### config.mk
export PLATFORM = sky130hd
export DESIGN_NAME = awg_sample_repeater
export DESIGN_NICKNAME = d
export VERILOG_FILES = /design/src/rtl/awg_rep_pkg.sv /design/src/rtl/rep_addr_gen.sv /design/src/rtl/rep_sample_path.sv /design/src/rtl/awg_sample_repeater.sv
export SDC_FILE = /design/constraint.sdc
export NUM_CORES = 1
export LEC_CHECK = 0
export BUFFER_PORTS_ARGS = -buffer_cell sky130_fd_sc_hd__buf_2
export CORE_MARGIN = 3
export CORE_UTILIZATION = 31
export DETAILED_ROUTE_END_ITERATION = 8
export PLACE_DENSITY = 0.56
export REMOVE_ABC_BUFFERS = 1
export SYNTH_ARGS = -nofsm -noshare
export SYNTH_HDL_FRONTEND = slang
export SYNTH_SLANG_ARGS = --single-unit
### constraint.sdc
create_clock -name clk -period 8.7 [get_ports clk]
set_clock_uncertainty 0.15 [all_clocks]
set_input_delay 0.435 -clock clk [delete_from_list [all_inputs] [get_ports clk]]
set_output_delay 0.435 -clock clk [all_outputs]
set_load 0.03 [all_outputs]
### src/rtl/awg_rep_pkg.sv
package awg_rep_pkg;
  localparam int SAMPLE_W = 14;
  localparam int SCALE_W  = 16;
  localparam int FRAC_W   = 15;
  localparam int CODE_W   = SAMPLE_W;
  localparam int PROD_W   = SAMPLE_W + SCALE_W + 2;

  localparam logic [CODE_W-1:0] MID_CODE = CODE_W'(1 << (CODE_W - 1));

  typedef logic signed [SAMPLE_W-1:0] sample_t;
  typedef logic [CODE_W-1:0]          code_t;

  // Multiply by the Q1.15 factor, round half up, clamp to the sample range.
  function automatic sample_t scale_sample(input sample_t s, input logic [SCALE_W-1:0] k);
    logic signed [PROD_W-1:0] sx;
    logic signed [PROD_W-1:0] kx;
    logic signed [PROD_W-1:0] rnd;
    sx  = PROD_W'(s);
    kx  = $signed({{(PROD_W-SCALE_W){1'b0}}, k});
    rnd = (sx * kx + $signed(PROD_W'(1 << (FRAC_W - 1)))) >>> FRAC_W;
    if (rnd > $signed(PROD_W'((1 << (SAMPLE_W - 1)) - 1)))
      return sample_t'((1 << (SAMPLE_W - 1)) - 1);
    else if (rnd < -$signed(PROD_W'(1 << (SAMPLE_W - 1))))
      return sample_t'(-(1 << (SAMPLE_W - 1)));
    else
      return $signed(rnd[SAMPLE_W-1:0]);
  endfunction

  // Inverted offset binary: midscale minus the sample, capped at the top code.
  function automatic code_t to_code(input sample_t y);
    logic signed [CODE_W+1:0] d;
    d = $signed({2'b00, MID_CODE}) - (CODE_W+2)'(y);
    if (d > $signed((CODE_W+2)'((1 << CODE_W) - 1)))
      return code_t'((1 << CODE_W) - 1);
    else
      return d[CODE_W-1:0];
  endfunction
endpackage

### src/rtl/rep_addr_gen.sv
module rep_addr_gen #(
  parameter int ADDR_W = 12,
  parameter int REP_W  = 16,
  localparam int LEN_W = ADDR_W + 1
) (
  input  logic              clk,
  input  logic              rst_n,
  input  logic              en,
  input  logic [LEN_W-1:0]  len,
  input  logic [REP_W-1:0]  rep_n,
  output logic [ADDR_W-1:0] rd_addr,
  output logic              step,
  output logic              wrap
);
  logic [REP_W-1:0] rep_cnt;
  logic [REP_W:0]   rep_next;
  logic [LEN_W-1:0] addr_next;

  assign rep_next  = {1'b0, rep_cnt} + 1'b1;
  assign addr_next = {1'b0, rd_addr} + 1'b1;
  // A repeat count or length of zero falls through the >= test as one.
  assign step = en && (rep_next >= {1'b0, rep_n});
  assign wrap = step && (addr_next >= len);

  always_ff @(posedge clk) begin
    if (!rst_n || !en) begin
      rep_cnt <= '0;
      rd_addr <= '0;
    end else if (step) begin
      rep_cnt <= '0;
      rd_addr <= wrap ? '0 : addr_next[ADDR_W-1:0];
    end else begin
      rep_cnt <= rep_next[REP_W-1:0];
    end
  end

  p_idle_addr_r2: assert property (@(posedge clk) disable iff (!rst_n)
    !en |=> rd_addr == '0);
  p_hold_addr_r4: assert property (@(posedge clk) disable iff (!rst_n)
    (en && !step) |=> $stable(rd_addr));
  p_addr_inc_r5: assert property (@(posedge clk) disable iff (!rst_n)
    (step && !wrap) |=> rd_addr == $past(rd_addr) + 1'b1);
  p_wrap_zero_r5: assert property (@(posedge clk) disable iff (!rst_n)
    wrap |=> rd_addr == '0);
endmodule

### src/rtl/rep_sample_path.sv
module rep_sample_path
  import awg_rep_pkg::*;
(
  input  logic               clk,
  input  logic               rst_n,
  input  logic               en,
  input  sample_t            sample,
  input  logic [SCALE_W-1:0] scale,
  output code_t              code
);
  sample_t scaled;
  code_t   code_nxt;

  assign scaled   = scale_sample(sample, scale);
  assign code_nxt = to_code(scaled);

  always_ff @(posedge clk) begin
    if (!rst_n || !en) code <= MID_CODE;
    else               code <= code_nxt;
  end

  p_idle_mid_r2: assert property (@(posedge clk) disable iff (!rst_n)
    !en |=> code == MID_CODE);
  p_code_floor_r8: assert property (@(posedge clk) disable iff (!rst_n)
    en |=> code != '0);
endmodule

### src/rtl/awg_sample_repeater.sv
module awg_sample_repeater
  import awg_rep_pkg::*;
#(
  parameter int DEPTH = 4096,
  parameter int REP_W = 16,
  localparam int ADDR_W = $clog2(DEPTH),
  localparam int LEN_W  = ADDR_W + 1
) (
  input  logic                       clk,
  input  logic                       rst_n,
  input  logic                       enable,
  input  logic                       gain_hi,
  input  logic [LEN_W-1:0]           play_len,
  input  logic [REP_W-1:0]           repeat_n,
  input  logic [15:0]                amp_scale,
  output logic [ADDR_W-1:0]          buf_addr,
  input  logic signed [SAMPLE_W-1:0] buf_data,
  output logic [CODE_W-1:0]          dac_code,
  output logic                       gain_sel
);
  logic addr_step;
  logic addr_wrap;

  rep_addr_gen #(.ADDR_W(ADDR_W), .REP_W(REP_W)) u_addr (
    .clk(clk), .rst_n(rst_n), .en(enable), .len(play_len), .rep_n(repeat_n),
    .rd_addr(buf_addr), .step(addr_step), .wrap(addr_wrap)
  );

  rep_sample_path u_path (
    .clk(clk), .rst_n(rst_n), .en(enable), .sample(buf_data),
    .scale(amp_scale), .code(dac_code)
  );

  always_ff @(posedge clk) begin
    if (!rst_n) gain_sel <= 1'b0;
    else        gain_sel <= gain_hi;
  end

  p_wrap_needs_step_r5: assert property (@(posedge clk) disable iff (!rst_n)
    addr_wrap |-> addr_step);
  p_restart_zero_r10: assert property (@(posedge clk) disable iff (!rst_n)
    $rose(enable) |-> buf_addr == '0);
endmodule

==> impl_metrics.prom <==
# TYPE chip_impl_metric gauge
chip_impl_info{name="status",value="complete, no violations"} 1
chip_impl_metric{name="grt_start_max_net_pins",unit=""} 32
chip_impl_metric{name="layout_worst_path_cycle_share",unit=""} 0.892
chip_impl_metric{name="post_layout_minimum_cycle_time",unit="ns"} 7.76
chip_impl_metric{name="grt.overflow.total",unit=""} 0
chip_impl_metric{name="numPortBuffers",unit=""} 89
chip_impl_info{name="critPathMostFrequentCell",value="fa_1"} 1
chip_impl_metric{name="transition_at_the_pin_with_the_smallest_max_transition_slack",unit="ns"} 0.891
chip_impl_metric{name="share_of_synthesized_area_occupied_by_flip_flops_and_latches",unit=""} 0.0774
chip_impl_info{name="crit_path_class",value="input pin to register"} 1
chip_impl_metric{name="finalNetCount",unit=""} 1739
chip_impl_metric{name="fp.dieH",unit="um"} 195
chip_impl_metric{name="ys_async_sr_fraction",unit=""} 0
chip_impl_metric{name="fp.coreArea",unit="sq um"} 35000
chip_impl_metric{name="route.detailed.vias_per_inst",unit=""} 4.93
chip_impl_metric{name="start_util",unit=""} 0.318
chip_impl_info{name="synthTopCellsByCount",value="250 x inv_1, 165 x fa_1, 144 x ha_1"} 1
chip_impl_metric{name="gp_congestion",unit=""} 0.869
chip_impl_metric{name="final-hold-violation-count",unit=""} 0
chip_impl_metric{name="antenna_cells",unit=""} 0
chip_impl_metric{name="number_of_enable_flip_flop_cells_after_synthesis",unit=""} 0
chip_impl_metric{name="final-setup-viol-count",unit=""} 0
chip_impl_metric{name="antenna_violations_before_repair",unit=""} 0
chip_impl_metric{name="max_freq",unit="GHz"} 0.129
chip_impl_metric{name="post_synth_num_cell_types",unit=""} 73
chip_impl_metric{name="fin_setup_tns",unit="ns"} 0
chip_impl_metric{name="vias",unit=""} 8988
chip_impl_metric{name="ios",unit=""} 90
chip_impl_metric{name="worst_setup_hold_path_clk_slew",unit="ns"} 0.06
chip_impl_info{name="cts_root_buffer",value="clkbuf_16"} 1
chip_impl_info{name="synth_largest_area_cell",value="fa_1"} 1
chip_impl_metric{name="worstHoldPathCells",unit=""} 2
chip_impl_metric{name="remaining_drc_errors",unit=""} 0
chip_impl_metric{name="cts_max_level",unit=""} 2
chip_impl_info{name="ys_dominant_reg_cell",value="dfxtp_1"} 1
chip_impl_info{name="slowest_stage",value="fa_1"} 1
chip_impl_metric{name="postSynthCellCount",unit=""} 1319
chip_impl_metric{name="grt_usage",unit=""} 0.141
chip_impl_metric{name="areaGrowthSynthToFinish",unit="%"} 8.72
chip_impl_metric{name="clock_insertion_delay_worst_skew",unit="ns"} 0.28
chip_impl_metric{name="syn_area",unit="sq um"} 11100
chip_impl_metric{name="slew_headroom",unit=""} 0.405
chip_impl_metric{name="cts_buffers",unit=""} 5
chip_impl_info{name="tritoncts",value="done"} 1
chip_impl_info{name="worst_hold_path_type",value="input pin to register"} 1
chip_impl_metric{name="yosys_reg_bits",unit=""} 43
chip_impl_metric{name="cts_buffer_depth",unit=""} 2
chip_impl_metric{name="cp.arrival",unit="ns"} 7.81
chip_impl_metric{name="cts.hold.buffers_added",unit=""} 0
chip_impl_metric{name="wirelength",unit="um"} 27300
chip_impl_metric{name="final_layout_size_suffix_gt1_frac",unit=""} 0.0877
chip_impl_metric{name="first_pass_grt_wire_length",unit="um"} 45300
chip_impl_metric{name="vias_in_the_first_global_route",unit=""} 9064
chip_impl_info{name="path_cells",value="buf_2 -> nor2b_1 -> fa_1 -> fa_1 -> fa_1 -> fa_1 -> fa_1 -> inv_1 -> fa_1 -> inv_1 -> ha_1 -> a21oi_1 -> nor2_1 -> o31ai_1 -> nand3_1 -> a211oi_2 -> o211ai_1 -> o21a_1 -> a21oi_1 -> ha_1 -> nand2_1 -> a2bb2oi_1 -> or4_1 -> o211ai_1"} 1
chip_impl_metric{name="syn-mean-instance-area",unit="sq um"} 8.44
chip_impl_metric{name="number_of_pins_with_negative_max_slew_slack_in_the_final_report",unit=""} 0
chip_impl_metric{name="post_cts.resized_instances",unit=""} 0
chip_impl_metric{name="drt_wl_cell",unit="um"} 15.0
chip_impl_info{name="critical_path_sink_type",value="register"} 1
chip_impl_metric{name="dieArea",unit="sq um"} 38200
chip_impl_metric{name="drt-initial-drc-count",unit=""} 436
chip_impl_metric{name="hpwl",unit="um"} 22900
chip_impl_metric{name="cts_post_setup_buffers_inserted",unit=""} 0
chip_impl_metric{name="path_max_fanout",unit=""} 18
chip_impl_metric{name="r2r_cells",unit=""} 13
chip_impl_info{name="nature_of_the_critical_path_startpoint",value="input pin"} 1
chip_impl_metric{name="rows",unit=""} 68
chip_impl_info{name="yosys-top-cells-area",value="fa_1 30%, ha_1 16%, inv_1 8.4%, dfxtp_1 7.7%, and2_1 6.7%"} 1
chip_impl_metric{name="die_width",unit="um"} 195
chip_impl_info{name="rsz0062_at_grt",value="false"} 1
chip_impl_metric{name="maxcap_viol_count",unit=""} 0
chip_impl_metric{name="yosysTopAreaCellShare",unit=""} 0.297
chip_impl_info{name="synth.most_common_cell",value="inv_1"} 1
chip_impl_metric{name="final_antenna_net_count",unit=""} 0
chip_impl_metric{name="slowest_delay",unit="ns"} 0.58
chip_impl_metric{name="ys_warn_count",unit=""} 0
chip_impl_metric{name="clock_sinks",unit=""} 43
chip_impl_metric{name="dr.pass1.iters",unit=""} 5
chip_impl_metric{name="worst_ep_required_time",unit="ns"} 8.75
## path summary, 6_finish.rpt
path	start	endpoint	slack [ns]
max	buf_data[13]	u_path.code[8]$_SDFF_PP0_	0.94
min	gain_hi	gain_sel$_SDFF_PN0_	0.21
max reg2reg	u_addr.rep_cnt[0]$_SDFF_PP0_	u_addr.rd_addr[1]$_SDFFE_PP0P_	4.88
min reg2reg	u_addr.rep_cnt[0]$_SDFF_PP0_	u_addr.rep_cnt[0]$_SDFF_PP0_	0.34
## final cells by class
class / instances / area, sq um
Multi-Input combinational cell: 974 / 9120
Inverter: 250 / 938
Timing Repair Buffer: 93 / 475
Clock buffer: 7 / 133
Sequential cell: 43 / 861
Tap cell: 455 / 569
Clock inverter: 1 / 5.00
Fill cell: 3685 / 22900
## state kept, by name, summed over array words and instances, names as in the netlist
register / cells
u_path.code: 14
u_addr.rd_addr: 12
u_addr.rep_cnt: 16
gain_sel: 1
## layout by cell type, fill, tap and decap left out, types with 12 or more instances in the layout
cell / instances
fa_1: 165
dfxtp_1: 43
xor2_1: 20
nand3_1: 15
xnor2_1: 19
nand2_1: 142
inv_1: 250
and3_1: 30
and2_1: 120
o21ai_0: 27
ha_1: 144
buf_2: 89
a21o_1: 12
nor2b_1: 26
nor2_1: 36
o211ai_1: 13
a21oi_1: 47
nand4_1: 20
## through the flow
step | util | setup WS (ns) | hold WS (ns) | instance area, sq um | instances
after detailed placement | 0.342 | 0.670 | 0.335 | 12000 | 1815
after global routing | 0.346 | 0.493 | 0.238 | 12100 | 1823
final | 0.346 | 0.940 | 0.211 | 12100 | 1823
after floorplan | - | 1.48 | 0.290 | 10900 | 1267
after global placement | 0.342 | 0.867 | 0.324 | 12000 | 1815
after CTS | 0.346 | 0.927 | 0.204 | 12100 | 1823
## per-layer routing
metal,vias up,GRT usage,share of wire
met4,0,0.0209,0.0067
met1,4402,0.204,0.48
li1,4333,-,-
met5,-,0,0
met2,237,0.234,0.46
met3,16,0.0140,0.056
## worst max-delay path: cells and delay by family
kind | cells | cell delay (ns)
adder cells (fa/ha/maj) | 8 | 3.77
buffers and inverters | 3 | 0.43
AO/OA/AOI/OAI | 8 | 2.06
AND/OR/NAND/NOR | 5 | 1.10
## kinds of logic after synthesis
kind of cell,share of synthesized area
AOI/OAI and AO/OA,0.114
xor gates and xnor gates,0.0336
adders and majority gates,0.459
buffers and inverters,0.104
DFF,0.0774
muxes,0.00989
and+or+nand+nor,0.202
Power is left out: the tool's default activity adds up to more than one toggle a clock period on the data nets, which glitch-free logic cannot reach.
